**config.mk**
```make
export PLATFORM = sky130hd
export DESIGN_NAME = mtpg_top
export DESIGN_NICKNAME = d
export VERILOG_FILES = /design/src/rtl/mtpg_pkg.sv /design/src/rtl/mtpg_decode.sv /design/src/rtl/mtpg_func.sv /design/src/rtl/mtpg_const.sv /design/src/rtl/mtpg_top.sv
export SDC_FILE = /design/constraint.sdc
export NUM_CORES = 1
export LEC_CHECK = 0
export ABC_AREA = 1
export ABC_CLOCK_PERIOD_IN_PS = 3100
export BUFFER_PORTS_ARGS = -buffer_cell sky130_fd_sc_hd__buf_4
export CAP_MARGIN = 30
export CORE_MARGIN = 3
export CORE_UTILIZATION = 50
export CTS_CLUSTER_DIAMETER = 30
export DETAILED_ROUTE_END_ITERATION = 10
export GPL_ROUTABILITY_DRIVEN = 0
export GPL_TIMING_DRIVEN = 1
export HOLD_SLACK_MARGIN = 0.1
export PLACE_DENSITY_LB_ADDON = 0.12
export SYNTH_ARGS = -nofsm -noshare
export SYNTH_HDL_FRONTEND = slang
export SYNTH_SLANG_ARGS = --single-unit
```
**constraint.sdc**
```tcl
create_clock -name clk_i -period 3.1 [get_ports clk_i]
set_input_delay 0.31 -clock clk_i [delete_from_list [all_inputs] [get_ports clk_i]]
set_output_delay 0.31 -clock clk_i [all_outputs]
set_load 0.02 [all_outputs]
```
**src/rtl/mtpg_pkg.sv**
```systemverilog
package mtpg_pkg;

    typedef enum logic [1:0] {
        ALG_INC = 2'd0,
        ALG_SHL = 2'd1,
        ALG_CHK = 2'd2,
        ALG_CPY = 2'd3
    } alg_e;

    localparam int NIB_W = 4;

    typedef struct packed {
        logic             strobe;
        logic [NIB_W-1:0] nib;
        logic             ld;
        logic             inv;
        logic             cin;
    } ctl_t;

endpackage

```
**src/rtl/mtpg_decode.sv**
```systemverilog
module mtpg_decode
    import mtpg_pkg::*;
(
    input  logic [7:0] stim_i,
    output ctl_t       ctl_o
);
    always_comb begin
        ctl_o.cin    = stim_i[0];
        ctl_o.inv    = stim_i[1];
        ctl_o.ld     = stim_i[2];
        ctl_o.nib    = stim_i[6:3];
        ctl_o.strobe = stim_i[7];
    end
endmodule

```
**src/rtl/mtpg_func.sv**
```systemverilog
module mtpg_func
    import mtpg_pkg::*;
#(
    parameter int WORD_W = 32
) (
    input  alg_e              alg_i,
    input  logic [WORD_W-1:0] cur_i,
    input  logic [WORD_W-1:0] cst_i,
    input  logic              ph_i,
    input  logic              cin_i,
    input  logic              inv_i,
    output logic [WORD_W-1:0] res_o
);
    logic [WORD_W-1:0] chk_even;
    logic [WORD_W-1:0] raw;

    // even bits set: 0x55 in every byte
    for (genvar i = 0; i < WORD_W; i++) begin : g_chk
        assign chk_even[i] = (i % 2 == 0);
    end

    always_comb begin
        unique case (alg_i)
            ALG_INC: raw = cur_i + WORD_W'(cin_i);
            ALG_SHL: raw = {cur_i[WORD_W-2:0], cin_i};
            ALG_CHK: raw = ph_i ? ~chk_even : chk_even;
            default: raw = cst_i;
        endcase
        res_o = inv_i ? ~raw : raw;
    end
endmodule

```
**src/rtl/mtpg_const.sv**
```systemverilog
module mtpg_const
    import mtpg_pkg::*;
#(
    parameter int WORD_W = 32
) (
    input  logic              clk_i,
    input  logic              rst_i,
    input  ctl_t              ctl_i,
    output logic [WORD_W-1:0] cst_o
);
    logic [WORD_W-1:0] cst_d, cst_q;

    always_comb begin
        cst_d = cst_q;
        if (ctl_i.strobe && ctl_i.ld) begin
            cst_d = {cst_q[WORD_W-NIB_W-1:0], ctl_i.nib};
        end
    end

    always_ff @(posedge clk_i) begin
        if (rst_i) cst_q <= '0;
        else       cst_q <= cst_d;
    end

    assign cst_o = cst_q;

    // nibble enters at the bottom, old content moves up
    p_nib_load_r8: assert property (@(posedge clk_i) disable iff (rst_i)
        (ctl_i.strobe && ctl_i.ld) |=>
            (cst_q[NIB_W-1:0] == $past(ctl_i.nib)) &&
            (cst_q[WORD_W-1:NIB_W] == $past(cst_q[WORD_W-NIB_W-1:0])));

    // no strobe, no change
    p_cst_hold_r2: assert property (@(posedge clk_i) disable iff (rst_i)
        !ctl_i.strobe |=> $stable(cst_q));
endmodule

```
**src/rtl/mtpg_top.sv**
```systemverilog
module mtpg_top
    import mtpg_pkg::*;
#(
    parameter int WORD_W = 32,
    parameter int SIG_W  = 15
) (
    input  logic              clk_i,
    input  logic              rst_i,
    input  logic [7:0]        stim_i,
    input  logic [1:0]        alg_i,
    output logic [WORD_W-1:0] pat_o,
    output logic [WORD_W-1:0] exp_o
);
    typedef struct packed {
        logic [WORD_W-1:0] pat;
        logic              ph;
    } state_t;

    localparam logic [WORD_W-1:0] CHK_LO = {(WORD_W/2){2'b01}};

    ctl_t              ctl;
    alg_e              alg;
    logic [WORD_W-1:0] cst;
    logic [WORD_W-1:0] res;
    logic [WORD_W-1:0] sig_mask;
    state_t            st_d, st_q;

    assign alg = alg_e'(alg_i);

    mtpg_decode i_decode (
        .stim_i (stim_i),
        .ctl_o  (ctl)
    );

    mtpg_const #(.WORD_W(WORD_W)) i_const (
        .clk_i (clk_i),
        .rst_i (rst_i),
        .ctl_i (ctl),
        .cst_o (cst)
    );

    mtpg_func #(.WORD_W(WORD_W)) i_func (
        .alg_i (alg),
        .cur_i (st_q.pat),
        .cst_i (cst),
        .ph_i  (st_q.ph),
        .cin_i (ctl.cin),
        .inv_i (ctl.inv),
        .res_o (res)
    );

    for (genvar i = 0; i < WORD_W; i++) begin : g_mask
        assign sig_mask[i] = (i < SIG_W);
    end

    always_comb begin
        st_d = st_q;
        if (ctl.strobe) begin
            st_d.pat = res;
            if (alg == ALG_CHK) st_d.ph = ~st_q.ph;
        end
    end

    always_ff @(posedge clk_i) begin
        if (rst_i) st_q <= '0;
        else       st_q <= st_d;
    end

    assign pat_o = st_q.pat;
    assign exp_o = st_q.pat & sig_mask;

    // pattern holds without a strobe
    p_pat_hold_r2: assert property (@(posedge clk_i) disable iff (rst_i)
        !ctl.strobe |=> $stable(st_q.pat));

    // increment adds the carry bit
    p_inc_r3: assert property (@(posedge clk_i) disable iff (rst_i)
        (ctl.strobe && alg == ALG_INC && !ctl.inv) |=>
            st_q.pat == $past(st_q.pat) + WORD_W'($past(ctl.cin)));

    // shift moves left, serial bit enters at bit 0
    p_shl_r4: assert property (@(posedge clk_i) disable iff (rst_i)
        (ctl.strobe && alg == ALG_SHL && !ctl.inv) |=>
            st_q.pat == {$past(st_q.pat[WORD_W-2:0]), $past(ctl.cin)});

    // checkerboard result is one of the two alternating words
    p_chk_r5: assert property (@(posedge clk_i) disable iff (rst_i)
        (ctl.strobe && alg == ALG_CHK) |=>
            (st_q.pat == CHK_LO) || (st_q.pat == ~CHK_LO));

    // inverted copy takes the constant from before the strobe
    p_cpy_inv_r7: assert property (@(posedge clk_i) disable iff (rst_i)
        (ctl.strobe && alg == ALG_CPY && ctl.inv) |=>
            st_q.pat == ~$past(cst));
endmodule

```
Yosys cells after proc, flatten, opt, wreduce, memory -nomap -nowiden
Cells that the tools add are included.

operators by class
  add/sub/neg operators = 1
  equality and inequality tests = 2
  muxes and demuxes = 3
  bitwise logic cells = 2
  reductions and logical operators = 3

operator list
  kind                count
  $pmux 32 s3         1
  $mux 32             2
  $add 32x1->32       1
  $not 32->32         1
  $eq 2x1->1 const B  1
  $eq 2x2->1 const B  1
  $logic_not 2->1     1
  $reduce_and 2->1    1
  $logic_and 1x1->1   1
  $not 1->1           1

storage, ports and cells
  register bits = 65
  input bits = 12
  output and inout bits = 64
  word-level logic and storage cells = 14

Logic depth before layout (Yosys ltp)
  depth in word-level cells = 4
  mapped depth = 13

Hierarchy
Synthesis repeated with hierarchy kept, for this count alone.

second synthesis, totals
  cells, all modules = 886
  area total of the unflattened synthesis = 5212.5 µm²

modules (own cells, without submodules)
  module       times used  cells an instance  area each (µm²)
  mtpg_func    1           463                2207.1
  mtpg_top     1           212                1622.8
  mtpg_const   1           203                1322.5
  mtpg_decode  1           8                  60.1

Worst setup path before layout
OpenSTA, ideal clock, no wires.

  kind = reg-to-reg
  from = reg st_q (netlist bit pat_o[0])
  to = reg st_q (netlist bit pat_o[16])
  arrival time = 1.647 ns
  required time = 2.991 ns
  setup slack = 1.344 ns
  stages on the path, launching flop included = 13
  path buffers = 0
  cells stage by stage = dfxtp_1 -> ha_1 -> nand2_4 -> nor2_8 -> nand2_8 -> nor2_4 -> nand3_1 -> nand3_1 -> nand3_1 -> nand2_1 -> nand3_1 -> nand2_1 -> inv_1

between the ends
  cells in the longest elaborated chain, start to end = 4

RTL lines
  element                   RTL line         source
  start: declaration        mtpg_top.sv:26   state_t st_d, st_q;
  start signal: assignment  mtpg_top.sv:66   else st_q <= st_d;
  $add 32x1->32 *           mtpg_func.sv:24  ALG_INC: raw = cur_i + WORD_W'(cin_i);
  $pmux 32 s3 *             mtpg_func.sv:23  unique case (alg_i)
  $not 32->32               mtpg_func.sv:29  res_o = inv_i ? ~raw : raw;
  $mux 32 *                 mtpg_func.sv:29

Mark *: on every way between the ends. The rest lies on a longest branch, timed or not.
A chain may end at the register's enable or synchronous reset.

Final worst setup path
Same ends and word-level chain as after synthesis.

==> impl_metrics.ini <==
[run_status]
status = finished, final reports clean

[layout]
drive_gt1_frac = 0.1258
layout_commonest_cell = nand2_1
layout_common_cells = nand2_1 (239), inv_1 (103), nand3_1 (77), dfxtp_1 (65), a21oi_1 (64)
fin_nets = 821
n_antenna_cell = 0
synthToLayoutAreaGrowth_pct = 8.270
design_area_um2 = 5192
final_util = 0.5593

[worst_setup_path]
start_kind = flop
critPathMaxFanout = 9
timing_worst_setup_path_type = reg -> reg
reg2reg_setup_slack_ps = 1150
end_kind = flop
r2r_cells = 12
cp.required_ps = 3360
rr_startpoint = pat_o[0]
r2r-end = pat_o[16]
arrival_ps = 2210

[min_path]
hold_end = i_const.cst_o[3]
min-delay-start = stim_i[6]
hold_path_class = in -> reg
hold_depth = 3

[timing]
max-slew-margin-rel = 0.4092
timing.hold.ws_ps = 200.2
finClkSkew_ps = 8.786
final_max_slew_viol_count = 0
rsz0062_at_grt = no
min_period_ps = 1951
finalHoldViolations = 0
finalCritPeriodShare = 0.6292
setup_violations = 0
fmax_mhz = 512.7
worst_pin_slew_ps = 885.2
final.setup.tns_ps = 0

[clock_network]
clock-sinks = 65
clk_path_buf_depth = 2
clk_pin_slew_ps = 80
cts_tree = yes
cts_buffers = 9
clockRootBuffer = clkbuf_8
cts_resized = 0
postCtsSetupBuffers = 0
cts.htree.levels = 3
clk_latency_ps = 360
postCtsHoldBufs = 0

[die]
design.core.area_um2 = 9284
rows = 35
start_util = 0.5166
die_area_um2 = 10800
ioPinCount = 76
die_h_um = 103.9
die_x_um = 103.9

[synth]
synth_edf_count = 0
syn_avg_cell_area_um2 = 6.102
synth.cell_area_um2 = 4796
synthFlopType = dfxtp_1
synth_top_area_share = 0.2713
ys_warn_count = 0
async_flop_share = 0
yosysSeqAreaShare = 0.2713
yosys-top-cells-area = dfxtp_1 (27%), nand2_1 (19%), inv_1 (8.1%)
ys_seq_elements = 65
syn-instance-count = 786
synth_top_area_cell = dfxtp_1
synth.distinct_cells = 32

[route]
post-route-drc-count = 0
wirelength_um = 13820
firstDrtPassIters = 6
wl_per_cell_um = 14.71
postRouteAntennaNets = 0
drt_iter0_drc = 421
vias = 5109
viasPerCell = 5.435

[place]
hpwl_um = 9482
io_buffers = 58
dpl_cell_area_um2 = 5024

[grt]
grt_max_degree = 66
antenna_found_initial = 0
grt_pass1_vias = 4656
gr-usage-all-layers = 0.2585
grt_overflow = 0
grt_pass1_wl_um = 23040

[power_and_ir_drop]
peakVddDrop_v = 0.0002478
power_density_nw_per_um2 = 396.1
p_leak_uw = 0.002380

[run]
maxCapViolCount = 0
metrics by stage:
| step | total power, uW | worst slack [ps] | instances |
|---|---|---|---|
| after floorplan | 1302 | 1344 | 802 |
| after global placement | 1405 | 1091 | 925 |
| after detailed placement | 1412 | 1052 | 925 |
| after CTS | 2068 | 1175 | 940 |
| after global routing | 2162 | 971.7 | 940 |
| final | 2057 | 1149 | 940 |
critical path, stage by stage, from the launching register on:
cell and delay, ps:
dfxtp_1 450, ha_1 260, nand2_4 100, nor2_8 210
nand2_8 140, nor2_4 150, nand3_1 100, nand3_1 100
nand3_1 80, nand2_1 60, nand3_1 100, nand2_1 70
inv_1 40
worst max-delay path by stage:
stage | from | endpoint | slack [ps] | depth (start not counted)
after floorplan | pat_o[0] | pat_o[16] | 1340 | 12
after global placement | alg_i[0] | pat_o[8] | 1090 | 9
after detailed placement | stim_i[7] | i_const.cst_o[15] | 1050 | 6
after CTS | pat_o[0] | pat_o[26] | 1180 | 12
after global routing | pat_o[0] | pat_o[16] | 970 | 12
final | pat_o[0] | pat_o[16] | 1150 | 12
area by class of cell:
class / count / area (um2)
clock buffers: 9 / 123.9
well taps: 129 / 161.4
repair buffers: 61 / 457.9
clock inverters: 6 / 45.04
inverters: 106 / 397.9
fillers: 963 / 4091
multi-input cells: 564 / 2705
flip-flops and latches: 65 / 1301
sequential cells by signal (all words and copies together), names as in the netlist:
register / count
st_q: 1
i_const.cst_o: 32
pat_o: 32
synth_stat cells, types with 2 or more instances:
master       n
dfxtp_1     65
o21ai_0     42
nor2_2       3
ha_1         2
clkbuf_2     2
o21ai_1     10
inv_1      103
buf_4       33
nand3_2      7
buf_2        8
nand2_1    239
a21oi_1     64
nor2_8       3
nand3b_1     2
nand2_2      2
nor2_4       5
xor2_1       8
nor2_1      42
nand3_1     77
clkbuf_8     5
nand2_4      2
nand4_1     25
o211ai_1     2
o2111ai_1    3
clkbuf_1    17
a31oi_1      8
inv_2        2
power by group:
group	switching, uW	internal, uW	total [uW]
sequential	57.4	873	931
clock	370	288	658
combinational	308	159	468
total	736	1320	2060
logic make-up after synthesis:
| family | count (synthesis) | synth area share |
|---|---|---|
| buffers and inverters | 173 | 0.1777 |
| adders and majority gates | 2 | 0.005217 |
| xor gates and xnor gates | 8 | 0.01461 |
| AOI/OAI and AO/OA | 129 | 0.1401 |
| and+or+nand+nor | 408 | 0.3903 |
| DFF | 65 | 0.2713 |
| other | 1 | 0.0007819 |
metal layers:
metal  up-vias  GRT usage  routed length, um
met5         -          0                  0
li1       2518          -                  -
met1      2327     0.3575               6110
met2       239     0.3928               6180
met3        25    0.06331               1266
met4         0    0.09022                267
No activity file was read; power rests on OpenSTA's default activity.
